==> config.mk <==
export PLATFORM = sky130hd
export DESIGN_NAME = irqAgg
export DESIGN_NICKNAME = d
export VERILOG_FILES = /design/src/rtl/irqAggPkg.sv /design/src/rtl/irqAggCtrl.sv /design/src/rtl/irqAggDatapath.sv /design/src/rtl/irqAgg.sv
export SDC_FILE = /design/constraint.sdc
export NUM_CORES = 1
export LEC_CHECK = 0
export BUFFER_PORTS_ARGS = -buffer_cell sky130_fd_sc_hd__clkbuf_2
export CAP_MARGIN = 20
export CORE_ASPECT_RATIO = 1.75
export CORE_MARGIN = 2
export CORE_UTILIZATION = 30
export CTS_CLUSTER_SIZE = 8
export DETAILED_ROUTE_END_ITERATION = 12
export GPL_ROUTABILITY_DRIVEN = 1
export GPL_TIMING_DRIVEN = 1
export REMOVE_ABC_BUFFERS = 1
export SETUP_SLACK_MARGIN = 0.05
export SYNTH_ARGS = -nofsm -noshare
export SYNTH_HDL_FRONTEND = slang
export SYNTH_SLANG_ARGS = --single-unit
==> constraint.sdc <==
create_clock -name clk -period 4.5 [get_ports clk]
set_input_delay 0.225 -clock clk [delete_from_list [all_inputs] [get_ports clk]]
set_output_delay 0.225 -clock clk [all_outputs]
set_load 0.1 [all_outputs]
==> src/rtl/irqAggPkg.sv <==
package irqAggPkg;
  localparam int unsigned LowW = 8;

  typedef struct packed {
    logic            wrMask;
    logic [LowW-1:0] maskData;
    logic            rdPending;
  } busCtrlT;
endpackage

==> src/rtl/irqAggCtrl.sv <==
module irqAggCtrl
  import irqAggPkg::*;
(
  input  logic            busWrEn,
  input  logic [LowW-1:0] busWrData,
  input  logic            busRdSel,
  output busCtrlT         ctrl
);
  always_comb begin
    ctrl.wrMask    = busWrEn;
    ctrl.maskData  = busWrData;
    ctrl.rdPending = busRdSel;
  end
endmodule

==> src/rtl/irqAggDatapath.sv <==
module irqAggDatapath
  import irqAggPkg::*;
#(
  parameter int unsigned NUM_SRC = 12
) (
  input  logic               clk,
  input  logic               rstN,
  input  busCtrlT            ctrl,
  input  logic [NUM_SRC-1:0] setVec,
  input  logic [NUM_SRC-1:0] clrVec,
  output logic [LowW-1:0]    rdData,
  output logic               cpuIrq
);
  localparam int unsigned HighW = NUM_SRC - LowW;

  logic [NUM_SRC-1:0] pending, pendNext;
  logic [LowW-1:0]    mask, maskNext;
  logic [NUM_SRC-1:0] activeNext, activeNow;

  // Set is applied after clear, so a simultaneous set wins.
  always_comb begin
    pendNext = (pending & ~clrVec) | setVec;
    maskNext = ctrl.wrMask ? ctrl.maskData : mask;
  end

  for (genvar i = 0; i < NUM_SRC; i++) begin : gSrc
    if (i < LowW) begin : gMaskable
      assign activeNext[i] = pendNext[i] & maskNext[i];
      assign activeNow[i]  = pending[i] & mask[i];
    end else begin : gHidden
      assign activeNext[i] = pendNext[i];
      assign activeNow[i]  = pending[i];
    end
  end

  always_ff @(posedge clk or negedge rstN) begin
    if (!rstN) begin
      pending <= '0;
      mask    <= '0;
      cpuIrq  <= 1'b0;
    end else begin
      pending <= pendNext;
      mask    <= maskNext;
      cpuIrq  <= |activeNext;
    end
  end

  assign rdData = ctrl.rdPending ? pending[LowW-1:0] : mask;


  set_takes_chk: assert property (@(posedge clk) disable iff (!rstN)
    (setVec != '0) |=> ((pending & $past(setVec)) == $past(setVec)));


  clear_takes_chk: assert property (@(posedge clk) disable iff (!rstN)
    (clrVec != '0) |=> ((pending & ($past(clrVec) & ~$past(setVec))) == '0));

  // untouched bits hold
  untouched_hold_chk: assert property (@(posedge clk) disable iff (!rstN)
    1'b1 |=> (((pending ^ $past(pending)) & ~($past(setVec) | $past(clrVec))) == '0));


  mask_hold_chk: assert property (@(posedge clk) disable iff (!rstN)
    !ctrl.wrMask |=> $stable(mask));


  irq_matches_state_chk: assert property (@(posedge clk) disable iff (!rstN)
    cpuIrq == (|activeNow));


  hidden_unmaskable_chk: assert property (@(posedge clk) disable iff (!rstN)
    (|pending[NUM_SRC-1:LowW]) |-> cpuIrq);


  hidden_invisible_chk: assert property (@(posedge clk) disable iff (!rstN)
    ctrl.rdPending |-> (rdData == pending[LowW-1:0]));

  initial begin
    if (HighW < 1) $display("irqAggDatapath: NUM_SRC must be at least 9");
  end
endmodule

==> src/rtl/irqAgg.sv <==
module irqAgg
  import irqAggPkg::*;
#(
  parameter int unsigned NUM_SRC = 12
) (
  input  logic               clk,
  input  logic               rstN,
  input  logic [NUM_SRC-1:0] setVec,
  input  logic [NUM_SRC-1:0] clrVec,
  input  logic               busWrEn,
  input  logic [7:0]         busWrData,
  input  logic               busRdSel,
  output logic [7:0]         busRdData,
  output logic               cpuIrq
);
  busCtrlT ctrl;

  irqAggCtrl uCtrl (
    .busWrEn  (busWrEn),
    .busWrData(busWrData),
    .busRdSel (busRdSel),
    .ctrl     (ctrl)
  );

  irqAggDatapath #(.NUM_SRC(NUM_SRC)) uData (
    .clk   (clk),
    .rstN  (rstN),
    .ctrl  (ctrl),
    .setVec(setVec),
    .clrVec(clrVec),
    .rdData(busRdData),
    .cpuIrq(cpuIrq)
  );
endmodule

==> results of run 1 <==
## worst paths after layout
path / start / endpoint / slack [ns]
max in group asynchronous: rstN / uData.pending[4] / 3.70
min in group asynchronous: rstN / uData.pending[10] / 0.46
worst max-delay path: uData.pending[3] / busRdData[3] / 2.99
worst min-delay path: setVec[10] / uData.pending[10] / 0.16
worst min register to register: uData.pending[8] / uData.pending[8] / 0.48
worst max register to register: uData.pending[8] / uData.cpuIrq / 3.00
## cell families (layout without fill, tap and decap cells)
| kind of cell | after synthesis | in the layout |
|---|---|---|
| DFF | 21 | 21 |
| muxes | 16 | 16 |
| AOI/OAI and AO/OA | 12 | 12 |
| and+or+nand+nor | 20 | 20 |
| buffers and inverters | 6 | 53 |
## cell type report
cell class / count / area [sq um]
Fill cell: 303 / 1699
Clock inverter: 1 / 5.005
Multi-Input combinational cell: 48 / 376.6
Tap cell: 28 / 35.03
Sequential cell: 21 / 525.5
Inverter: 4 / 15.01
Timing Repair Buffer: 45 / 230.2
Clock buffer: 3 / 41.29
## cells in the mapped netlist
library cell / number
nor2b_1: 8
dfrtp_1: 21
or4_1: 1
clkbuf_1: 1
buf_2: 1
a21o_1: 4
mux2_2: 16
inv_1: 4
or2_2: 8
o21ai_1: 1
o21ai_0: 7
nand4_1: 2
or3_1: 1
## routing by layer
layer  GRT usage  vias to the layer above  wire [microns]
li1            -                      350               -
met1      0.1306                      340             807
met2      0.2083                       29            1094
met3     0.02558                        4             109
met4     0.06857                        0              42
met5           0                        -               0
## worst reg2reg max path, cell delays in order (launching register included)
cell,delay [ns]
dfrtp_1,0.36
a21o_1,0.16
or4_1,0.50
or3_1,0.37
## through the flow
step	utilization	hold WS, ns	instances
floorplan	-	-0.07059	73
global placement	0.4004	0.2142	145
detailed placement	0.4004	0.2267	145
CTS	0.4197	0.1643	150
global route	0.4197	0.1707	150
finish	0.4197	0.1640	150
## cell usage in the layout, fill, tap and decap left out
cell | Yosys | final
nand4_1 | 2 | 2
or3_1 | 1 | 1
clkbuf_2 | 0 | 44
dlygate4sd3_1 | 0 | 1
o21ai_0 | 7 | 7
o21ai_1 | 1 | 1
inv_1 | 4 | 4
mux2_2 | 16 | 16
clkbuf_8 | 0 | 3
dfrtp_1 | 21 | 21
or4_1 | 1 | 1
nor2b_1 | 8 | 8
clkinv_2 | 0 | 1
a21o_1 | 4 | 4
or2_2 | 8 | 8
## registers in the layout, indices dropped and copies added (netlist names)
register       flops
uData.mask         8
uData.cpuIrq       1
uData.pending     12
## what timing repair did
| action | in CTS | in global routing |
|---|---|---|
| gates resized for setup | 0 | 0 |
| endpoints found under the hold margin | 21 | 0 |
| hold buffers | 1 | 0 |
## power groups by stage
| stage | Clock [mW] | Sequential, mW | Combinational, mW |
|---|---|---|---|
| after floorplan | 0 | 0.211 | 0.0927 |
| after global placement | 0 | 0.212 | 0.124 |
| after detailed placement | 0 | 0.213 | 0.126 |
| after CTS | 0.126 | 0.209 | 0.127 |
| after global routing | 0.134 | 0.211 | 0.133 |
| final | 0.123 | 0.209 | 0.125 |
==> impl_metrics.env, run 1 <==
export IMPL_cts_tree="built"
export IMPL_crit_required_ns=4.28
export IMPL_grt_start_max_net_pins=22
export IMPL_cp_top_family="flip-flops"
export IMPL_p_leak_nw=0.5981
export IMPL_gp_congestion=0.7118
export IMPL_setup_ws_ns=2.988
export IMPL_cts_buffers=3
export IMPL_cts_max_path_buffers=2
export IMPL_slew_viol_final=0
export IMPL_switching_share=0.3361
export IMPL_worstPathCellList="mux2_2 > clkbuf_2"
export IMPL_power_switching_uw=153.7
export IMPL_crit_type="reg -> out"
export IMPL_crit_path_end_kind="output port"
export IMPL_yosys_area_top_type_share=0.5676
export IMPL_dieArea_sq_um=3564
export IMPL_synth_cells=75
export IMPL_p_int_uw=303.6
export IMPL_grt_pass1_wl_microns=3153
export IMPL_clock_latency_ns=0.26
export IMPL_synth_top_family_by_area="multiplexers"
export IMPL_ctsHtreeMaxLevel=1
export IMPL_root_buffer="clkbuf_8"
export IMPL_drt_iter0_drc=3
export IMPL_drv_cap=0
export IMPL_start_kind="flip-flop"
export IMPL_relSlewSlack=0.6368
export IMPL_die_h_microns=77.49
export IMPL_cp_buffers_inverters=1
export IMPL_postPlaceCellArea_sq_um=1172
export IMPL_finalHoldViolCount=0
export IMPL_p_seq_frac=0.457
export IMPL_grt_pass1_vias=739
export IMPL_port_buffers=44
export IMPL_skew_ns=0.003867
export IMPL_die_x_microns=46.00
export IMPL_post_cts_setup_buffers=0
export IMPL_finalNetCount=159
export IMPL_syn_cell_area_sq_um=925.9
export IMPL_finalSetupViolations=0
export IMPL_wl_per_cell_microns=13.68
export IMPL_worst_slew_pin_slew_ns=0.5472
export IMPL_clk_pin_slew_ns=0.08
export IMPL_synth_top_cell_by_area="dfrtp_1"
export IMPL_antenna_found_initial=0
export IMPL_synth_xor_xnor_area_share=0
export IMPL_synthToLayoutAreaGrowth_pct=32.70
export IMPL_place_ws_ns=2.967
export IMPL_fin_area_sq_um=1229
export IMPL_hold_class="in -> reg"
export IMPL_synth_avg_cell_area_sq_um=12.35
export IMPL_num_vias=723
export IMPL_cpMaxStageDelayCell="dfrtp_1"
export IMPL_yosysSeqAreaShare=0.5676
export IMPL_slowest_delay_ns=0.39
export IMPL_yosys_top_cells_area="dfrtp_1 57%, mux2_2 19%, nor2b_1 5.4%"
export IMPL_synthesis_yosys_warnings=0
export IMPL_tns_ns=0
export IMPL_clockPowerShare=0.268
export IMPL_synth_seq_cells=21
export IMPL_firstDrtPassIters=2
export IMPL_cts_sinks=21
export IMPL_arrival_ns=1.29
export IMPL_cp_depth=2
export IMPL_worst_path_max_fanout=2
export IMPL_diodes=0
export IMPL_fmax_mhz=661.2
export IMPL_drc_errors=0
export IMPL_drive_gt1_frac=0.5902
export IMPL_vdd_drop_max_mv=0.1567
export IMPL_wirelength_microns=2052
export IMPL_rows=26
export IMPL_synth_simple_gate_area_frac=0.1365
export IMPL_yosysUniqueCellTypes=13
export IMPL_ant_nets=0
export IMPL_synthMuxAreaShare=0.1946
export IMPL_combPwrFrac=0.274
export IMPL_vias_per_cell=4.820
export IMPL_synthAdderAreaFrac=0
export IMPL_ff2ff_path_depth=3
export IMPL_fin_crit_sh=0.3361
export IMPL_synth_compound_area_frac=0.07568
export IMPL_coreArea_sq_um=2928
export IMPL_start_util=0.3162
export IMPL_io_pins=45
export IMPL_power_density_nw_per_um2=372.2
export IMPL_holdPathStages=2
export IMPL_post_dp_hpwl_microns=1682
export IMPL_status="completed"
export IMPL_grt_ovfl_total=0
export IMPL_rsz0062_at_grt="false"
export IMPL_power_uw=457.3
export IMPL_grt_usage=0.1225
export IMPL_min_period_ns=1.512
No activity file was read; power rests on OpenSTA's default activity.
==> run 2: changes to the inputs <==
- clock period: 4.5 -> 1.3 ns (I/O delays scaled with it)
==> run 2 against run 1 <==
  * The flow now finishes with violations (negative setup slack)
  * Non-clock buffer count is 1 higher
  * Sequential share of layout area is 3.3 points lower
  * Combinational power grew to 4.1 times the previous value
  * Setup slack worse by 3.2 ns
  * Sequential power grew to 3.5 times the previous value
  * Design area is 8.2% higher
  * Count of clock-buffer cells in the layout is 1 higher
  * Total power grew to 3.6 times the previous value
  * Wire length is 6.0% lower
  * Flip-flop and latch count stayed put
  * Die area stayed put
  * First-iteration DRC count is 33% higher
==> impl_metrics.env, run 2 (synthesis gave the netlist of run 1 again) <==
export IMPL_finalHoldViolCount=0
export IMPL_grt_met1_usage=0.1269
export IMPL_drc_errors=0
export IMPL_grt_busiest_layer="met2"
export IMPL_p_leak_nw=0.6345
export IMPL_die_h_microns=77.49
export IMPL_violations="negative setup slack"
export IMPL_coreArea_sq_um=2928
export IMPL_grt_usage=0.1146
export IMPL_crit_required_ns=1.43
export IMPL_fillers=274
export IMPL_cts_buffers=3
export IMPL_arrival_ns=1.60
export IMPL_finalSetupViolations=1
export IMPL_antenna_found_initial=0
export IMPL_power_switching_uw=516.6
export IMPL_clockPowerShare=0.245
export IMPL_rsz0062_at_grt="true"
export IMPL_p_seq_frac=0.440
export IMPL_wirelength_microns=1929
export IMPL_use_met3=0.01395
export IMPL_firstDrtPassIters=3
export IMPL_fin_util=0.4543
export IMPL_cts_max_path_buffers=2
export IMPL_skew_ns=0.002783
export IMPL_hold_class="in -> reg"
export IMPL_worst_path_max_fanout=2
export IMPL_slew_viol_final=0
export IMPL_ctsHtreeMaxLevel=1
export IMPL_mostFrequentLayoutCells="36 x clkbuf_2, 21 x dfrtp_1, 16 x mux2_2"
export IMPL_clock_latency_ns=0.25
export IMPL_multiInputGateArea_sq_um=376.6
export IMPL_clk_pin_slew_ns=0.07
export IMPL_ant_nets=0
export IMPL_cts_tree="built"
export IMPL_crit_path_end_kind="flip-flop"
export IMPL_start_util=0.3162
export IMPL_status="finished with violations"
export IMPL_drive_gt1_frac=0.5854
export IMPL_worst_slew_pin_slew_ns=0.5376
export IMPL_cts_sinks=21
export IMPL_regMostFlops="uData.pending"
export IMPL_drt_iter0_drc=4
export IMPL_wl_per_cell_microns=12.77
export IMPL_grtUsageMet2=0.1986
export IMPL_start_kind="flip-flop"
export IMPL_fin_crit_sh=1.132
export IMPL_p_int_mw=1.128
export IMPL_synthToLayoutAreaGrowth_pct=43.65
export IMPL_num_vias=713
export IMPL_finalNetCount=160
export IMPL_die_x_microns=46.00
export IMPL_io_pins=45
export IMPL_drv_cap=0
export IMPL_reg_top3="uData.pending x12, uData.mask x8, uData.cpuIrq x1"
export IMPL_root_buffer="clkbuf_8"
export IMPL_diodes=0
export IMPL_power_mw=1.645
export IMPL_min_period_ns=1.471
export IMPL_vdd_drop_max_mv=0.6387
export IMPL_grt_pass1_wl_microns=3036
export IMPL_seqCellArea_sq_um=525.5
export IMPL_crit_type="reg -> reg"
export IMPL_switching_share=0.3141
export IMPL_grt_start_max_net_pins=22
export IMPL_fmax_mhz=679.8
export IMPL_gp_congestion=0.7259
export IMPL_post_cts_setup_buffers=0
export IMPL_layout_commonest_cell="clkbuf_2"
export IMPL_dieArea_sq_um=3564
export IMPL_vias_per_cell=4.722
export IMPL_rows=26
export IMPL_setup_ws_ns=-0.1710
export IMPL_grt_ovfl_total=0
export IMPL_grt_pass1_vias=761
export IMPL_combPwrFrac=0.315
export IMPL_largest_register_ffs=12
export IMPL_power_density_nw_per_um2=1237
export IMPL_tns_ns=-0.1710
export IMPL_relSlewSlack=0.6431
export IMPL_port_buffers=44
run 2: metal layers:
metal	part of all wire	vias up
li1	-	350
met1	0.40	334
met2	0.53	27
met3	0.057	2
met4	0.019	0
met5	0	-
run 2: repair_timing:
action / 4_1_cts / 5_1_grt
gates cloned: 0 / 0
endpoints found under the hold margin: 21 / 0
pin swaps: 1 / 0
hold buffers: 1 / 0
setup endpoints to repair: 2 / 2
resized for setup: 1 / 1
run 2: cell type report:
type                            instances  area share
Inverter                                4     0.01129
Timing Repair Buffer                   46      0.2502
Clock buffer                            4     0.03387
Tap cell                               28     0.02634
Sequential cell                        21      0.3951
Multi-Input combinational cell         48      0.2832
run 2: path summary, 6_finish.rpt:
kind	start	to	slack, ns	cells after the start
worst max-delay path	uData.pending[8]	uData.cpuIrq	-0.17	3
worst min-delay path	setVec[4]	uData.pending[4]	0.01	2
worst max register to register	uData.pending[8]	uData.cpuIrq	-0.17	3
worst min register to register	uData.pending[11]	uData.pending[11]	0.47	1
max in group asynchronous	rstN	uData.mask[3]	0.64	2
min in group asynchronous	rstN	uData.mask[7]	0.31	2
run 2: critical path, stage by stage, from the launching register on:
cell	delay (ns)
dfrtp_1	0.36
a21o_1	0.16
or4_1	0.51
or3_1	0.32
run 2: through the flow:
stage | hold slack [ns] | worst slack (ns) | area (sq um) | instances
6_report | 0.01214 | -0.1710 | 1330 | 151
2_1_floorplan | -0.2306 | -0.1660 | 917.1 | 73
4_1_cts | 0.006586 | -0.1683 | 1330 | 151
5_1_grt | 0.01633 | -0.2248 | 1330 | 151
3_3_place_gp | 0.05545 | -0.1817 | 1272 | 146
3_5_place_dp | 0.05947 | -0.2134 | 1272 | 146
run 2: power groups by stage:
stage / clock, mW / combinational [mW] / sequential, mW
2_1_floorplan: 0 / 0.321 / 0.730
3_3_place_gp: 0 / 0.514 / 0.733
3_5_place_dp: 0 / 0.518 / 0.737
4_1_cts: 0.421 / 0.524 / 0.724
5_1_grt: 0.437 / 0.547 / 0.729
6_report: 0.404 / 0.517 / 0.724
